$ cat src/rtl/autoflow_pkg.sv
package autoflow_pkg;
    typedef enum logic {
        RX_OPEN,
        RX_HELD
    } rx_state_e;

    typedef enum logic [1:0] {
        TX_RUN,
        TX_DRAIN,
        TX_HOLD
    } tx_state_e;
endpackage

$ cat src/rtl/autoflow_cts_sync.sv
module autoflow_cts_sync #(
    parameter int STAGES = 2
) (
    input  logic clk,
    input  logic rst_n,
    input  logic pin_n,
    output logic cts_high,
    output logic cts_rise
);
    logic [STAGES-1:0] chain;
    logic              prev;

    always_ff @(posedge clk or negedge rst_n) begin
        if (!rst_n) begin
            chain <= '0;
            prev  <= 1'b0;
        end else begin
            chain <= {chain[STAGES-2:0], pin_n};
            prev  <= chain[STAGES-1];
        end
    end

    assign cts_high = chain[STAGES-1];
    assign cts_rise = chain[STAGES-1] & ~prev;
endmodule

$ cat src/rtl/autoflow_rts_ctl.sv
module autoflow_rts_ctl
    import autoflow_pkg::*;
#(
    parameter int CNT_W  = 8,
    parameter int TRIG_A = 8,
    parameter int TRIG_B = 16,
    parameter int TRIG_C = 56,
    parameter int TRIG_D = 60
) (
    input  logic             clk,
    input  logic             rst_n,
    input  logic             auto_en,
    input  logic             sw_rts_n,
    input  logic [1:0]       trig_sel,
    input  logic [CNT_W-1:0] rx_level,
    output logic             rts_n
);
    localparam logic [CNT_W-1:0] RUNG_A = CNT_W'(TRIG_A);
    localparam logic [CNT_W-1:0] RUNG_B = CNT_W'(TRIG_B);
    localparam logic [CNT_W-1:0] RUNG_C = CNT_W'(TRIG_C);
    localparam logic [CNT_W-1:0] RUNG_D = CNT_W'(TRIG_D);

    rx_state_e        state, state_nxt;
    logic [CNT_W-1:0] thr_hi, thr_lo;

    // Upper threshold is the next rung up, lower is the next rung down.
    always_comb begin
        unique case (trig_sel)
            2'd0: begin thr_hi = RUNG_B; thr_lo = '0;     end
            2'd1: begin thr_hi = RUNG_C; thr_lo = RUNG_A; end
            2'd2: begin thr_hi = RUNG_D; thr_lo = RUNG_B; end
            default: begin thr_hi = RUNG_D; thr_lo = RUNG_C; end
        endcase
    end

    always_comb begin
        state_nxt = state;
        if (!auto_en) begin
            state_nxt = RX_OPEN;
        end else begin
            unique case (state)
                RX_OPEN: if (rx_level >= thr_hi) state_nxt = RX_HELD;
                RX_HELD: if (rx_level <= thr_lo) state_nxt = RX_OPEN;
                default: state_nxt = RX_OPEN;
            endcase
        end
    end

    always_ff @(posedge clk or negedge rst_n) begin
        if (!rst_n) state <= RX_OPEN;
        else        state <= state_nxt;
    end

    always_comb begin
        if (auto_en) rts_n = (state == RX_HELD);
        else         rts_n = sw_rts_n;
    end
endmodule

$ cat src/rtl/autoflow_tx_gate.sv
module autoflow_tx_gate
    import autoflow_pkg::*;
(
    input  logic clk,
    input  logic rst_n,
    input  logic auto_en,
    input  logic cts_high,
    input  logic tx_active,
    input  logic stop_done,
    output logic tx_allow
);
    tx_state_e state, state_nxt;

    always_comb begin
        state_nxt = state;
        if (!auto_en) begin
            state_nxt = TX_RUN;
        end else begin
            unique case (state)
                TX_RUN:   if (cts_high) state_nxt = tx_active ? TX_DRAIN : TX_HOLD;
                TX_DRAIN: begin
                    if (!cts_high)      state_nxt = TX_RUN;
                    else if (stop_done) state_nxt = TX_HOLD;
                end
                TX_HOLD:  if (!cts_high) state_nxt = TX_RUN;
                default:  state_nxt = TX_RUN;
            endcase
        end
    end

    always_ff @(posedge clk or negedge rst_n) begin
        if (!rst_n) state <= TX_RUN;
        else        state <= state_nxt;
    end

    always_comb begin
        tx_allow = (state != TX_HOLD);
    end
endmodule

$ cat src/rtl/uart_autoflow.sv
module uart_autoflow #(
    parameter int FIFO_DEPTH  = 128,
    parameter int TRIG_A      = 8,
    parameter int TRIG_B      = 16,
    parameter int TRIG_C      = 56,
    parameter int TRIG_D      = 60,
    parameter int SYNC_STAGES = 2,
    localparam int CNT_W      = $clog2(FIFO_DEPTH + 1)
) (
    input  logic             clk,
    input  logic             rst_n,
    input  logic [CNT_W-1:0] rx_level,
    input  logic [1:0]       trig_sel,
    input  logic             auto_rts_en,
    input  logic             auto_cts_en,
    input  logic             sw_rts_n,
    input  logic             fc_irq_en,
    input  logic             cts_n,
    input  logic             tx_active,
    input  logic             stop_done,
    input  logic             stat_rd,
    output logic             rts_n,
    output logic             tx_allow,
    output logic             fc_flag
);
    logic cts_high, cts_rise;

    autoflow_cts_sync #(.STAGES(SYNC_STAGES)) u_sync (
        .clk      (clk),
        .rst_n    (rst_n),
        .pin_n    (cts_n),
        .cts_high (cts_high),
        .cts_rise (cts_rise)
    );

    autoflow_rts_ctl #(
        .CNT_W (CNT_W),
        .TRIG_A(TRIG_A), .TRIG_B(TRIG_B), .TRIG_C(TRIG_C), .TRIG_D(TRIG_D)
    ) u_rts (
        .clk      (clk),
        .rst_n    (rst_n),
        .auto_en  (auto_rts_en),
        .sw_rts_n (sw_rts_n),
        .trig_sel (trig_sel),
        .rx_level (rx_level),
        .rts_n    (rts_n)
    );

    autoflow_tx_gate u_tx (
        .clk       (clk),
        .rst_n     (rst_n),
        .auto_en   (auto_cts_en),
        .cts_high  (cts_high),
        .tx_active (tx_active),
        .stop_done (stop_done),
        .tx_allow  (tx_allow)
    );

    // Sticky status: a new edge outranks a read in the same cycle.
    always_ff @(posedge clk or negedge rst_n) begin
        if (!rst_n)                      fc_flag <= 1'b0;
        else if (cts_rise && fc_irq_en)  fc_flag <= 1'b1;
        else if (stat_rd)                fc_flag <= 1'b0;
    end
endmodule

$ cat config.mk
export PLATFORM = sky130hd
export DESIGN_NAME = uart_autoflow
export DESIGN_NICKNAME = d
export VERILOG_FILES = /design/src/rtl/autoflow_pkg.sv /design/src/rtl/autoflow_cts_sync.sv /design/src/rtl/autoflow_rts_ctl.sv /design/src/rtl/autoflow_tx_gate.sv /design/src/rtl/uart_autoflow.sv
export SDC_FILE = /design/constraint.sdc
export NUM_CORES = 1
export LEC_CHECK = 0
export ABC_CLOCK_PERIOD_IN_PS = 1450
export BUFFER_PORTS_ARGS = -buffer_cell sky130_fd_sc_hd__buf_2
export CAP_MARGIN = 30
export CORE_AREA = 5 5 42 44
export DETAILED_ROUTE_END_ITERATION = 12
export DIE_AREA = 0 0 47 49
export GPL_ROUTABILITY_DRIVEN = 0
export SYNTH_ARGS = -nofsm -noshare
export SYNTH_HDL_FRONTEND = slang
export SYNTH_HIERARCHICAL = 1
export SYNTH_SLANG_ARGS = --single-unit
export TNS_END_PERCENT = 1
$ cat constraint.sdc
create_clock -name clk -period 1.45 [get_ports clk]
set_clock_uncertainty 0.1 [all_clocks]
set_input_delay 0 -clock clk [delete_from_list [all_inputs] [get_ports clk]]
set_output_delay 0 -clock clk [all_outputs]
set_load 0.005 [all_outputs]
==> results.tsv, run 1 <==
metric	value	unit
status	complete, no violations	
# H-tree levels	1	
Startpoint Class	flop	
setup ws final	0.0406	ns
CP Capture Type	flop	
ranking of synthesized cells by area	dfrtp_1 (40%), ha_1 (17%), inv_1 (3.4%), nand2_1 (3.4%), nor2_1 (3.4%)	
Combinational Power Share	24.0	%
total number of vias	449	
worst-margin pin slew	0.310	ns
sequential area share after synthesis	39.9	%
CP Class	reg2reg	
NetSw	0.116	mW
Core Region	1400	sq um
Clock power frac	33.0	%
area share of the largest cell type after synthesis	39.9	%
FP Rows	14	
Yosys top cell by area	dfrtp_1	
port bufs	22	
remaining global-route overflow	0	
Seq. cell area	175	sq um
VDD IR max	286	uV
worst r2r path cells	4	
HP Class	in2async	
post-place setup slack	0.0321	ns
total global-route track usage	9.50	%
Synth Instances	44	
Vias/cell	4.68	
Starting Density	31.3	%
filler instances	137	
Post-synth ARST share	100	%
Post-Place Cell Area	581	sq um
MaxCap Viol Count	0	
Root Driver	clkbuf_4	
fmax	0.710	GHz
Synth Register Bits	7	
Seq pwr share	43.0	%
total power	0.501	mW
worst-skew pair later-pin latency	0.24	ns
Ant. Diodes	0	
layout cells sized above 1	38.8	%
# nets final	107	
CTS resizes	0	
Synth Warn #	6	
Worst EP required	1.47	ns
HPWL after DPL	811	microns
EDFF count, synth	0	
setup violators final	0	
area of the mapped netlist	439	sq um
antenna violations before repair	0	
FF-to-FF End	fc_flag	
Multi-input gate area	245	sq um
WL/cell	10.1	microns
vias in the first global route	447	
Int Pwr	0.385	mW
Fin. Hold Viols	0	
post-route ant nets	0	
area grow syn2layout	58.1	%
Power Density	721	nW/um^2
clock sinks	7	
CTS tree	built	
die height	49	microns
first-pass GRT wire length	1.57	mm
Pins Over Slew Limit	0	
hold slack	0.0138	ns
Reg clk slew, reported paths	0.05	ns
Final Util	49.6	%
worst endpoint data arrival time	1.43	ns
R2R Path Start	u_sync/chain[1]	
reg2reg setup slack	0.04	ns
IO Pins	23	
DRC	0	
switching part of the total	23.2	%
Net Count, Synth	70	
Max-slew headroom	79.3	%
DRT Pass-1 Iters	4	
clock period minus worst slack	1.41	ns
largest net degree at the start of global routing	8	
number of DRC markers in iteration 0	4	
fin crit share	97.2	%
P_leak	0.357	nW
Avg Cell Area, Syn	9.98	sq um
clk buf depth	2	
CTS Buf Count	3	
die area	2300	sq um
synth unique cells	22	
Max FO, Critical Path	3	
Primary FF master, synth	dfrtp_1	
final instance area	694	sq um
final wirelength	970	microns
die width	47	microns
-- placed cells by master (no fill, tap or decap) --
cell           count
nor2b_1            2
inv_1              4
nor4_1             1
a311oi_1           1
nor2b_4            1
nand4b_1           1
o21ai_2            1
clkbuf_1           1
buf_4              3
a221oi_1           1
and3_1             1
a2111oi_1          1
o21ai_0            1
a211oi_1           1
dlygate4sd3_1      8
nor3b_1            1
clkbuf_4           3
mux2_2             1
nand2_1            4
nor2_1             4
nor3_1             1
dfrtp_1            7
o211ai_1           1
buf_2             22
ha_1               6
nand2b_1           2
-- registers in the layout (all words and copies together), names as in the netlist --
name	count
u_sync/prev	1
fc_flag	1
u_rts/state	1
u_tx/state	2
u_sync/chain	2
-- power by group through the flow --
stage | sequential, mW | combinational [mW] | clock (mW)
6_report | 0.215 | 0.120 | 0.165
3_3_place_gp | 0.218 | 0.101 | 0
2_1_floorplan | 0.217 | 0.0491 | 0
4_1_cts | 0.216 | 0.119 | 0.174
3_5_place_dp | 0.219 | 0.102 | 0
5_1_grt | 0.217 | 0.138 | 0.182
-- timing repair --
| item | in CTS | in global routing |
|---|---|---|
| setup endpoints to repair | 0 | 1 |
| buffers inserted | 0 | 1 |
| hold buffers | 8 | 0 |
| hold endpoints to repair | 12 | 0 |
-- cell type report --
class | instances | area share [%]
clock buffers | 4 | 3.78
repair buffers | 33 | 30.6
flip-flops and latches | 7 | 25.2
well taps | 16 | 2.88
multi-input cells | 32 | 35.3
inverters | 4 | 2.16
-- cell usage after synthesis, types with 2 or more instances --
master	instances
nand2b_1	2
dfrtp_1	7
nor2b_1	2
ha_1	6
nor2_1	4
inv_1	4
nand2_1	4
-- critical path, cell delays in order, from the launching register on --
cell           delay [ns]
dfrtp_1              0.38
nor2b_4              0.13
nand2_1              0.08
o21ai_2              0.05
dlygate4sd3_1        0.55
-- how the worst max path moves through the flow --
stage | from | end | depth (start not counted)
6_report | u_sync/chain[1] | fc_flag | 4
5_1_grt | u_sync/chain[1] | fc_flag | 4
4_1_cts | u_sync/chain[1] | fc_flag | 4
3_5_place_dp | trig_sel[1] | u_rts/state | 7
3_3_place_gp | trig_sel[0] | u_rts/state | 7
2_1_floorplan | trig_sel[0] | u_rts/state | 6
-- per-layer routing --
metal | vias up | wire [microns] | GRT usage (%)
li1 | 230 | - | -
met3 | 0 | 92 | 1.48
met1 | 201 | 388 | 10.8
met2 | 18 | 489 | 14.0
met4 | 0 | 0 | 9.22
met5 | - | 0 | 0
-- per-stage QoR --
| step | setup TNS [ns] | instances |
|---|---|---|
| floorplan | 0 | 44 |
| global placement | 0 | 83 |
| detailed placement | 0 | 83 |
| CTS | 0 | 95 |
| global route | -0.00648 | 96 |
| finish | 0 | 96 |
-- logic make-up (layout without fill, tap and decap cells) --
logic type,after synthesis,after routing,synth area share [%]
DFF,7,7,39.9
buffers and inverters,5,41,4.27
adders and majority gates,6,6,17.1
muxes,1,1,2.56
and+or+nand+nor,18,18,23.4
AOI/OAI and AO/OA,7,7,12.8
Power figures use the tool's default switching activity.
==> run 2: changes to the inputs <==
--- a/config.mk
+++ b/config.mk
@@ -8,10 +8,13 @@
 export ABC_CLOCK_PERIOD_IN_PS = 1450
 export BUFFER_PORTS_ARGS = -buffer_cell sky130_fd_sc_hd__buf_2
 export CAP_MARGIN = 30
-export CORE_AREA = 5 5 42 44
+export CELL_PAD_IN_SITES_DETAIL_PLACEMENT = 2
+export CELL_PAD_IN_SITES_GLOBAL_PLACEMENT = 2
+export CORE_MARGIN = 5
+export CORE_UTILIZATION = 23
 export DETAILED_ROUTE_END_ITERATION = 12
-export DIE_AREA = 0 0 47 49
 export GPL_ROUTABILITY_DRIVEN = 0
+export PLACE_DENSITY_LB_ADDON = 0.1
 export SYNTH_ARGS = -nofsm -noshare
 export SYNTH_HDL_FRONTEND = slang
 export SYNTH_HIERARCHICAL = 1
==> run 2 against run 1 <==
Total power up 3.8%. Global-route usage up 2.8 points. Via count up 1.8%. Setup slack better by 0.18 ns. Sequential share of layout area up 0.32 points. Clock-buffer cell count unchanged. Fmax up 15%. First-iteration DRC count down 100%. Flip-flop and latch count unchanged. Sequential power about the same. Final cell count up 6.3%. Routed wire length up 46%.
==> results.tsv, run 2 (synthesis gave the netlist of run 1 again) <==
metric	value	unit
crit-path cells	buf_2 -> nor2_1 -> ha_1 -> nor2b_1 -> a311oi_1 -> o21ai_0 -> and3_1	
CP peak stage delay	0.29	ns
Pins Over Slew Limit	0	
Setup Fix Bufs, Post-CTS	0	
Core Region	1760	sq um
number of DRC markers in iteration 0	0	
FP Rows	15	
first-pass GRT wire length	2.39	mm
total global-route track usage	12.3	%
Largest regs	u_sync/chain: 2 flops, u_tx/state: 2 flops	
P_leak	0.342	nW
final wirelength	1.42	mm
worst r2r path cells	3	
Max-slew headroom	80.2	%
final instance area	686	sq um
VDD IR max	480	uV
clock period minus worst slack	1.23	ns
HPWL after DPL	1.16	mm
DRT Pass-1 Iters	1	
worst-skew pair later-pin latency	0.25	ns
fin crit share	84.7	%
Fin. Hold Viols	0	
Reg clk slew, reported paths	0.06	ns
die height	53.7	microns
Starting Density	24.9	%
area grow syn2layout	56.1	%
CP Capture Type	flop	
Buffers & Inverters on Critical Path	1	
worst-margin pin slew	0.296	ns
CP Class	in2reg	
Root Driver	clkbuf_4	
Ant. Diodes	0	
Max FO, Critical Path	4	
largest net degree at the start of global routing	8	
port bufs	22	
die width	53.7	microns
post-route ant nets	0	
die area	2880	sq um
setup TNS	0	ns
HP Class	in2async	
remaining global-route overflow	0	
CP delay by family, top	simple AND/OR/NAND/NOR gates	
Critical Path Stages	7	
CTS tree	built	
DRC	0	
worst-path cell with the longest stage delay	ha_1	
vias in the first global route	536	
status	complete, no violations	
setup violators final	0	
# H-tree levels	1	
Power Density	759	nW/um^2
clock sinks	7	
post-place setup slack	-0.0529	ns
Startpoint Class	input pin	
antenna violations before repair	0	
layout cells sized above 1	37.7	%
clk buf depth	2	
CTS Buf Count	3	
RSZ-0062 raised after global routing	no	
most common cell after layout, fill and taps aside	buf_2	
Vias/cell	4.48	
total number of vias	457	
# nets final	104	
fmax	0.815	GHz
WL/cell	13.9	microns
MaxCap Viol Count	0	
worst endpoint data arrival time	1.27	ns
Post-Place Cell Area	577	sq um
IO Pins	23	
setup ws final	0.222	ns
commonest non-fill, non-tap cells in the layout	buf_2 (22), dlygate4sd3_1 (8), dfrtp_1 (7)	
Worst EP required	1.50	ns
[run 2: cell types whose count changed in the layout (fill, tap and decap cells not counted), sizes merged]
cell	change
buf	-3
[run 2: final timing paths]
| check | slack [ns] | startpoint | endpoint |
|---|---|---|---|
| worst min-delay path | 0.006 | rst_n | u_sync/prev |
| worst max register to register | 0.30 | u_rts/state | u_rts/state |
| worst min register to register | 0.27 | u_sync/chain[0] | u_sync/chain[1] |
| min in group clk | 0.01 | rx_level[7] | u_rts/state |
| worst max-delay path | 0.22 | trig_sel[1] | u_rts/state |
| max in group asynchronous | 1.08 | rst_n | u_tx/state[0] |
[run 2: layout make-up]
cell class | count | area, sq um
clock buffer | 4 | 26.3
fill | 216 | 1080
inverter | 4 | 15.0
multi-input combinational | 32 | 248
sequential | 7 | 175
tap | 25 | 31.3
timing repair buffer | 30 | 190
[run 2: repair_timing]
action,4_1_cts,5_1_grt
setup endpoints to repair,0,1
gates resized for setup,0,1
hold buffers,8,1
hold endpoints to repair,12,1
[run 2: where the power goes]
part / total (mW) / switching (mW) / internal [mW]
registers: 0.216 / 0.00898 / 0.207
logic: 0.121 / 0.0523 / 0.0684
clock network: 0.183 / 0.0779 / 0.105
[run 2: layer usage]
layer / vias to the layer above / track usage, % / share of wire [%]
met5: - / 0 / 0
met4: 0 / 3.83 / 0.56
met3: 2 / 5.82 / 5.3
met2: 17 / 21.0 / 50
met1: 214 / 13.4 / 44
li1: 224 / - / -
[run 2: through the flow]
stage / power (mW) / std cells / utilization (%) / hold slack (ns)
finish: 0.520 / 102 / 38.9 / 0.00552
global route: 0.566 / 102 / 38.9 / 0.0106
CTS: 0.535 / 102 / 38.7 / 0.00445
detailed placement: 0.325 / 90 / 32.7 / -0.253
global placement: 0.318 / 90 / 32.7 / -0.262
floorplan: 0.266 / 44 / - / -0.396
==> run 3: changes to the inputs <==
--- a/config.mk
+++ b/config.mk
@@ -5,13 +5,13 @@
 export SDC_FILE = /design/constraint.sdc
 export NUM_CORES = 1
 export LEC_CHECK = 0
-export ABC_CLOCK_PERIOD_IN_PS = 1450
+export ABC_CLOCK_PERIOD_IN_PS = 1000
 export BUFFER_PORTS_ARGS = -buffer_cell sky130_fd_sc_hd__buf_2
 export CAP_MARGIN = 30
 export CELL_PAD_IN_SITES_DETAIL_PLACEMENT = 2
 export CELL_PAD_IN_SITES_GLOBAL_PLACEMENT = 2
 export CORE_MARGIN = 5
-export CORE_UTILIZATION = 23
+export CORE_UTILIZATION = 21
 export DETAILED_ROUTE_END_ITERATION = 12
 export GPL_ROUTABILITY_DRIVEN = 0
 export PLACE_DENSITY_LB_ADDON = 0.1
==> constraint.sdc (replaced) <==
create_clock -name clk -period 1 [get_ports clk]
set_clock_uncertainty 0.1 [all_clocks]
set_input_delay 0 -clock clk [delete_from_list [all_inputs] [get_ports clk]]
set_output_delay 0 -clock clk [all_outputs]
set_load 0.005 [all_outputs]
==> run 3 against run 2 <==
The flow now finishes with violations (negative setup slack). Total power rose by 60%. Global-route usage shrank 1.8 points. Core utilization is 3.4 points higher. Flip-flop and latch count unchanged. Sequential power rose by 46%. Largest power group unchanged. Highest routed layer unchanged.
==> results.tsv, run 3 (synthesis gave the netlist of run 1 again) <==
metric	value	unit
status	finished with violations	
failing checks	negative setup slack	
total global-route track usage	10.5	%
crit-path cells	buf_6 -> mux2_4 -> buf_6	
CTS tree	built	
die height	55.7	microns
Max FO, Critical Path	2	
reg2reg setup slack	-0.16	ns
largest net degree at the start of global routing	8	
VDD IR max	337	uV
Buffers & Inverters on Critical Path	2	
Startpoint Class	flop	
HPWL after DPL	1.10	mm
fin crit share	123	%
Worst Hold Launch	rx_level[6]	
DRT Pass-1 Iters	3	
Vias/cell	4.28	
Largest regs	u_sync/chain: 2 flops, u_tx/state: 2 flops	
CTS Buf Count	3	
CP Class	reg2out	
port bufs	22	
Starting Density	22.2	%
fmax	0.813	GHz
FF-to-FF End	u_rts/state	
most common cell after layout, fill and taps aside	buf_2	
Crit path top cell by count	buf_6	
clock period minus worst slack	1.23	ns
Ant. Diodes	0	
hold path cells	4	
die area	3110	sq um
Core Region	1980	sq um
clock sinks	7	
Pins Over Slew Limit	0	
setup violators final	5	
Max-slew headroom	83.4	%
RSZ-0062 raised after global routing	yes	
DRC	0	
CP delay by family, top	flip-flops	
worst r2r path cells	5	
Reg clk slew, reported paths	0.06	ns
# nets final	113	
IO Pins	23	
clk buf depth	2	
post-route ant nets	0	
antenna violations before repair	0	
# H-tree levels	1	
remaining global-route overflow	0	
setup TNS	-0.470	ns
CP peak stage delay	0.39	ns
worst-path cell with the longest stage delay	dfrtp_1	
Power Density	992	nW/um^2
total number of vias	484	
WL/cell	13.5	microns
HP Class	in2reg	
Post-Place Cell Area	652	sq um
number of DRC markers in iteration 0	12	
Fin. Hold Viols	0	
area grow syn2layout	90.6	%
FP Rows	16	
Root Driver	clkbuf_4	
WHS Endpoint	u_rts/state	
worst-skew pair later-pin latency	0.25	ns
vias in the first global route	577	
commonest non-fill, non-tap cells in the layout	buf_2 (21), dlygate4sd3_1 (9), buf_4 (6)	
setup ws final	-0.231	ns
P_leak	0.401	nW
Worst EP required	0.90	ns
final wirelength	1.53	mm
worst endpoint data arrival time	1.13	ns
layout cells sized above 1	53.5	%
R2R Path Start	u_rts/state	
worst-margin pin slew	0.249	ns
final instance area	837	sq um
die width	55.7	microns
first-pass GRT wire length	2.58	mm
MaxCap Viol Count	0	
hold slack	0.0220	ns
CP Capture Type	primary output	
-- run 3: changes by cell type in the layout (fill, tap and decap cells not counted), sizes merged --
cell / before / now
dlygate4sd3: 8 / 9
buf: 22 / 30
-- run 3: power breakdown --
group / internal, mW / leakage [nW] / switching, mW
registers: 0.301 / 0.0839 / 0.0153
clock network: 0.153 / 0.0150 / 0.114
logic: 0.147 / 0.302 / 0.100
total: 0.600 / 0.401 / 0.230
-- run 3: layout make-up --
type | count | area, sq um
Sequential cell | 7 | 178
Inverter | 4 | 15.0
Timing Repair Buffer | 39 | 274
Fill cell | 215 | 1140
Multi-Input combinational cell | 32 | 310
Clock buffer | 4 | 26.3
Tap cell | 27 | 33.8
-- run 3: through the flow --
step / util (%) / setup slack (ns) / power (mW) / cells
floorplan: - / -0.0744 / 0.393 / 44
global placement: 32.9 / -0.451 / 0.491 / 98
detailed placement: 32.9 / -0.462 / 0.498 / 98
CTS: 39.6 / -0.237 / 0.809 / 111
global route: 42.2 / -0.268 / 0.891 / 113
finish: 42.2 / -0.231 / 0.830 / 113
-- run 3: worst max path at each step --
stage / from / to / slack [ns] / cells past startpoint
2_1_floorplan: trig_sel[1] / u_rts/state / -0.07 / 6
3_5_place_dp: trig_sel[1] / u_rts/state / -0.46 / 7
3_3_place_gp: trig_sel[1] / u_rts/state / -0.45 / 7
5_1_grt: u_rts/state / rts_n / -0.27 / 3
6_report: u_rts/state / rts_n / -0.23 / 3
4_1_cts: u_rts/state / rts_n / -0.24 / 3
-- run 3: repair_timing --
action                                 4_1_cts  5_1_grt
hold buffers                                 8        1
endpoints found under the hold margin       12        2
pin swaps                                    1        1
buffers inserted                             1        1
setup endpoints to repair                    5        6
resized for setup                            4        8
-- run 3: worst reg2reg max path: cells and delay by family, from the launching register on --
family          cells  cell delay, ns
buf+inv             3            0.35
compound gates      1            0.09
simple gates        1            0.17
flops               1            0.39
-- run 3: metal layers --
metal	wire (microns)	vias up	GRT usage, %	share of wire (%)
met1	620	227	11.0	41
li1	-	241	-	-
met5	0	-	0	0
met3	67	2	2.78	4.4
met4	23	0	6.25	1.5
met2	814	14	18.8	53
